**config.mk**
```make
export PLATFORM = sky130hd
export DESIGN_NAME = synth_cfg_port
export DESIGN_NICKNAME = d
export VERILOG_FILES = /design/src/rtl/cfg_port_pkg.sv /design/src/rtl/cfg_pin_sync.sv /design/src/rtl/cfg_shift_reg.sv /design/src/rtl/cfg_hold_reg.sv /design/src/rtl/cfg_out_stage.sv /design/src/rtl/synth_cfg_port.sv
export SDC_FILE = /design/constraint.sdc
export NUM_CORES = 1
export LEC_CHECK = 0
export ABC_AREA = 1
export BUFFER_PORTS_ARGS = -buffer_cell sky130_fd_sc_hd__buf_4
export CAP_MARGIN = 10
export CORE_UTILIZATION = 40
export CTS_CLUSTER_SIZE = 28
export DETAILED_ROUTE_END_ITERATION = 6
export GPL_ROUTABILITY_DRIVEN = 1
export PLACE_DENSITY = 0.7
export SLEW_MARGIN = 40
export SYNTH_ARGS = -nofsm -noshare
export SYNTH_HDL_FRONTEND = slang
export SYNTH_HIERARCHICAL = 1
export SYNTH_SLANG_ARGS = --single-unit
```
**constraint.sdc**
```tcl
create_clock -name clk -period 1.3 [get_ports clk]
set_input_delay 0.26 -clock clk [delete_from_list [all_inputs] [get_ports clk]]
set_output_delay 0.26 -clock clk [all_outputs]
set_load 0.02 [all_outputs]
```
**src/rtl/cfg_port_pkg.sv**
```systemverilog
package cfg_port_pkg;
  // bit positions inside the synchronized pin bundle
  localparam int unsigned PIN_COUNT = 6;
  localparam int unsigned PIN_DATA  = 5;
  localparam int unsigned PIN_SCLK  = 4;
  localparam int unsigned PIN_LOAD  = 3;
  localparam int unsigned PIN_WR    = 2;
  localparam int unsigned PIN_FSEL  = 1;
  localparam int unsigned PIN_MODE  = 0;
  // idle (reset) levels: strobe high, enhancement mode off, rest low
  localparam logic [PIN_COUNT-1:0] PIN_IDLE = 6'b001001;

  typedef enum logic {TGT_PRIMARY = 1'b0, TGT_ENHANCE = 1'b1} shift_target_e;
endpackage

```
**src/rtl/cfg_pin_sync.sv**
```systemverilog
module cfg_pin_sync #(
  parameter int unsigned     W       = 6,
  parameter int unsigned     STAGES  = 2,
  parameter logic [W-1:0]    RST_VAL = '0
) (
  input  logic         clk,
  input  logic         rst_n,
  input  logic [W-1:0] din,
  output logic [W-1:0] lvl,
  output logic [W-1:0] rise
);
  // STAGES synchronizer flops plus one history flop for edge detection
  logic [STAGES:0][W-1:0] st;

  always_ff @(posedge clk) begin
    if (!rst_n) begin
      for (int i = 0; i <= STAGES; i++) st[i] <= RST_VAL;
    end else begin
      st[0] <= din;
      for (int i = 1; i <= STAGES; i++) st[i] <= st[i-1];
    end
  end

  assign lvl  = st[STAGES-1];
  assign rise = st[STAGES-1] & ~st[STAGES];
endmodule

```
**src/rtl/cfg_shift_reg.sv**
```systemverilog
module cfg_shift_reg #(
  parameter int unsigned W = 20
) (
  input  logic         clk,
  input  logic         rst_n,
  input  logic         shift_en,
  input  logic         bit_in,
  output logic [W-1:0] q
);
  generate
    if (W == 1) begin : g_single
      always_ff @(posedge clk) begin
        if (!rst_n)        q <= '0;
        else if (shift_en) q <= bit_in;
      end
    end else begin : g_multi
      // MSB-first: newest bit enters at bit 0, oldest leaves at the MSB
      always_ff @(posedge clk) begin
        if (!rst_n)        q <= '0;
        else if (shift_en) q <= {q[W-2:0], bit_in};
      end
    end
  endgenerate
endmodule

```
**src/rtl/cfg_hold_reg.sv**
```systemverilog
module cfg_hold_reg #(
  parameter int unsigned W = 20
) (
  input  logic         clk,
  input  logic         rst_n,
  input  logic         load,
  input  logic [W-1:0] d,
  output logic [W-1:0] q
);
  always_ff @(posedge clk) begin
    if (!rst_n)    q <= '0;
    else if (load) q <= d;
  end
endmodule

```
**src/rtl/cfg_out_stage.sv**
```systemverilog
module cfg_out_stage #(
  parameter int unsigned PW = 20,
  parameter int unsigned EW = 8
) (
  input  logic [PW-1:0] prim_q,
  input  logic [PW-1:0] sec_q,
  input  logic [EW-1:0] enh_q,
  input  logic          sel_prim,
  input  logic          enh_off,
  output logic [PW-1:0] div_word,
  output logic [EW-1:0] enh_bits,
  output logic          dout
);
  assign div_word = sel_prim ? prim_q : sec_q;

  // each enhancement bit is forced inactive outside enhancement mode
  for (genvar i = 0; i < EW; i++) begin : g_gate
    assign enh_bits[i] = enh_q[i] & ~enh_off;
  end

  assign dout = enh_q[EW-1] & ~enh_off;
endmodule

```
**src/rtl/synth_cfg_port.sv**
```systemverilog
module synth_cfg_port
  import cfg_port_pkg::*;
#(
  parameter int unsigned PRIM_W      = 20,
  parameter int unsigned ENH_W       = 8,
  parameter int unsigned SYNC_STAGES = 2
) (
  input  logic              clk,
  input  logic              rst_n,
  input  logic              ser_data,
  input  logic              ser_clk,
  input  logic              load_n,
  input  logic              enh_wr,
  input  logic              freq_sel,
  input  logic              enh_mode_n,
  output logic [PRIM_W-1:0] div_word,
  output logic [ENH_W-1:0]  enh_bits,
  output logic              dout
);
  logic [PIN_COUNT-1:0] pins_raw, pins_lvl, pins_rise;
  logic [PRIM_W-1:0]    prim_q, sec_q;
  logic [ENH_W-1:0]     enh_q;
  logic                 sclk_rise, ld_rise, ld_lvl, wr_enh, enh_off, sel_prim, bit_s;
  logic                 prim_shift, enh_shift;
  shift_target_e        target;
  logic                 unused_sync;

  assign pins_raw = {ser_data, ser_clk, load_n, enh_wr, freq_sel, enh_mode_n};

  cfg_pin_sync #(
    .W(PIN_COUNT), .STAGES(SYNC_STAGES), .RST_VAL(PIN_IDLE)
  ) u_sync (
    .clk(clk), .rst_n(rst_n), .din(pins_raw), .lvl(pins_lvl), .rise(pins_rise)
  );

  assign sclk_rise = pins_rise[PIN_SCLK];
  assign ld_rise   = pins_rise[PIN_LOAD];
  assign ld_lvl    = pins_lvl[PIN_LOAD];
  assign wr_enh    = pins_lvl[PIN_WR];
  assign enh_off   = pins_lvl[PIN_MODE];
  assign sel_prim  = pins_lvl[PIN_FSEL];
  assign bit_s     = pins_lvl[PIN_DATA];
  assign unused_sync = ^{pins_rise[PIN_DATA], pins_rise[PIN_WR], pins_rise[PIN_FSEL],
                         pins_rise[PIN_MODE], pins_lvl[PIN_SCLK]};

  assign target     = wr_enh ? TGT_ENHANCE : TGT_PRIMARY;
  assign prim_shift = sclk_rise && (target == TGT_PRIMARY) && !ld_lvl;
  assign enh_shift  = sclk_rise && (target == TGT_ENHANCE);

  cfg_shift_reg #(.W(PRIM_W)) u_prim (
    .clk(clk), .rst_n(rst_n), .shift_en(prim_shift), .bit_in(bit_s), .q(prim_q)
  );

  cfg_shift_reg #(.W(ENH_W)) u_enh (
    .clk(clk), .rst_n(rst_n), .shift_en(enh_shift), .bit_in(bit_s), .q(enh_q)
  );

  cfg_hold_reg #(.W(PRIM_W)) u_sec (
    .clk(clk), .rst_n(rst_n), .load(ld_rise), .d(prim_q), .q(sec_q)
  );

  cfg_out_stage #(.PW(PRIM_W), .EW(ENH_W)) u_out (
    .prim_q(prim_q), .sec_q(sec_q), .enh_q(enh_q), .sel_prim(sel_prim),
    .enh_off(enh_off), .div_word(div_word), .enh_bits(enh_bits), .dout(dout)
  );
endmodule

```
==> results.json <==
{
  "drt_pass1_iterations": 5,
  "numCtsBuffers": 9,
  "setup_viol": 20,
  "root_buffer": "clkbuf_8",
  "dp_slack_ns": 0.0978,
  "wl_per_cell_um": 9.07,
  "drive_gt1_share_pct": 17.8,
  "path_clk_slew_ns": 0.06,
  "fin_nets": 483,
  "hold_buffers": 0,
  "p_int_mw": 2.79,
  "area_growth_syn_to_layout_pct": 18.6,
  "start_kind": "register",
  "cts_tree": "yes",
  "fp.dieW_um": 86.5,
  "coreArea_um2": 6830,
  "clock_path_buffers": 2,
  "p_per_area_nw_per_um2": 1080,
  "crit_arrival_ns": 1.14,
  "period_needed_ns": 1.40,
  "hpwl_um": 3050,
  "place.gp.congestion": 0.722,
  "layout_setup_ws_ns": -0.0956,
  "p_clk_share_pct": 38.0,
  "pwr-share-comb_pct": 7.9,
  "rsz0062_at_grt": "true",
  "cts.sinks": 62,
  "leakage_nw": 1.54,
  "ios": 37,
  "port-buffer-count": 36,
  "worst_pin_slew_ns": 0.280,
  "grt_start_max_net_pins": 63,
  "synth_cells": 443,
  "ys_warn_count": 6,
  "hold_viol_final": 0,
  "clock.fmax_ghz": 0.717,
  "initial_core_util_pct": 41.8,
  "antenna_found_initial": 0,
  "maxCapViolCount": 0,
  "wirelength_um": 5210,
  "syn-num-nets": 451,
  "grt_pass1_wl_um": 8270,
  "diodes": 0,
  "seqPwrFrac_pct": 54.0,
  "placed_area_um2": 3050,
  "p_switching_uw": 872,
  "crit_type": "reg2out",
  "status": "complete, but fails checks",
  "fin_area_um2": 3390,
  "finalMaxSlewViolations": 0,
  "drcViolationCount": 0,
  "cp-end-kind": "primary output",
  "grt_pass1_vias": 1938,
  "synthesis.area_um2": 2850,
  "vias": 2369,
  "ir_drop_mv": 0.524,
  "grt_overflow_total": 0,
  "ant_nets": 0,
  "min_path_type": "in2reg",
  "violations": "setup timing",
  "syn_area_per_cell_um2": 6.44,
  "finClkSkew_ns": 0.00524,
  "track_usage_pct": 14.1,
  "drt_iter0_drc": 123,
  "die_y_um": 86.5,
  "die-area_um2": 7480,
  "htreeDepth": 3,
  "switching_share_pct": 23.8,
  "whs_ns": 0.105,
  "avgViaCountPerCell": 4.13,
  "fin_crit_sh_pct": 107,
  "cp.required_ns": 1.04,
  "rows": 30,
  "crit_fanout": 11,
  "clock_latency_ns": 0.33,
  "slew-limit-headroom_pct": 81.3
}
## what timing repair did
item | CTS | global route
setup buffers | 0 | 1
gates cloned | 0 | 4
gates resized for setup | 11 | 21
pin swaps | 0 | 3
endpoints found under the setup margin | 29 | 37
## power groups by stage
stage / Clock, mW / Combinational (mW) / Sequential [mW]
final: 1.39 / 0.291 / 1.98
after floorplan: 0 / 0.232 / 2.01
after global routing: 1.53 / 0.329 / 1.98
after detailed placement: 0 / 0.274 / 2.02
after CTS: 1.45 / 0.280 / 1.98
after global placement: 0 / 0.271 / 2.02
## stage by stage
| stage | setup TNS (ns) | power [mW] | utilization (%) | cells |
|---|---|---|---|---|
| after detailed placement | 0 | 2.29 | 44.7 | 555 |
| after global placement | 0 | 2.29 | 44.7 | 555 |
| after global routing | -2.75 | 3.85 | 49.6 | 574 |
| final | -1.34 | 3.66 | 49.6 | 574 |
| after floorplan | 0 | 2.24 | - | 443 |
| after CTS | -1.82 | 3.71 | 47.4 | 569 |
## worst paths after layout
kind                                          startpoint                  endpoint  slack [ns]  cells past startpoint
worst max-delay path            u_sync/lvl[1]$_SDFF_PN0_              div_word[15]        -0.1                      4
worst min-delay path                          enh_mode_n   u_sync/st[0]$_SDFF_PN1_        0.10                      3
worst max register to register  u_sync/lvl[4]$_SDFF_PN0_  u_prim/q[8]$_SDFFE_PN0P_        0.08                      9
worst min register to register   u_sync/st[0]$_SDFF_PN1_  u_sync/lvl[0]$_SDFF_PN1_        0.41                      2
## worst max-delay path, cell delays in order, from the launching register on
cell	delay, ns
dfxtp_4	0.39
buf_8	0.14
nand2_1	0.07
nand2_1	0.09
buf_6	0.12
## registers in the layout, summed over array words and instances, names as in the netlist
register,flops
u_enh/q,8
u_prim/q,20
u_sec/q,20
u_sync/lvl,6
u_sync/st,8
## per-layer routing
metal	track usage (%)	wire length, um	up-vias
met2	23.7	2410	46
met1	16.8	2550	1017
met5	0	0	-
li1	-	-	1299
met4	8.18	77	0
met3	2.86	170	7
## cell type report
type | count | area [um^2]
well taps | 96 | 120
fillers | 726 | 3450
multi-input cells | 279 | 1090
clock inverters | 2 | 10.0
clock buffers | 12 | 145
inverters | 74 | 283
repair buffers | 49 | 489
flip-flops and latches | 62 | 1250
## placed cells by master (no fill, tap or decap)
master	instances
clkinv_2	2
inv_1	68
buf_12	3
nor2_2	2
nor2_4	2
inv_6	1
nand2_2	8
buf_4	32
clkbuf_16	2
dfxtp_4	1
buf_6	11
inv_2	5
buf_8	1
clkbuf_8	10
dfxtp_1	56
nand2_1	164
nor2_1	103
dfxtp_2	5
clkbuf_1	2
Note: power is estimated with default switching activity, not from simulation.
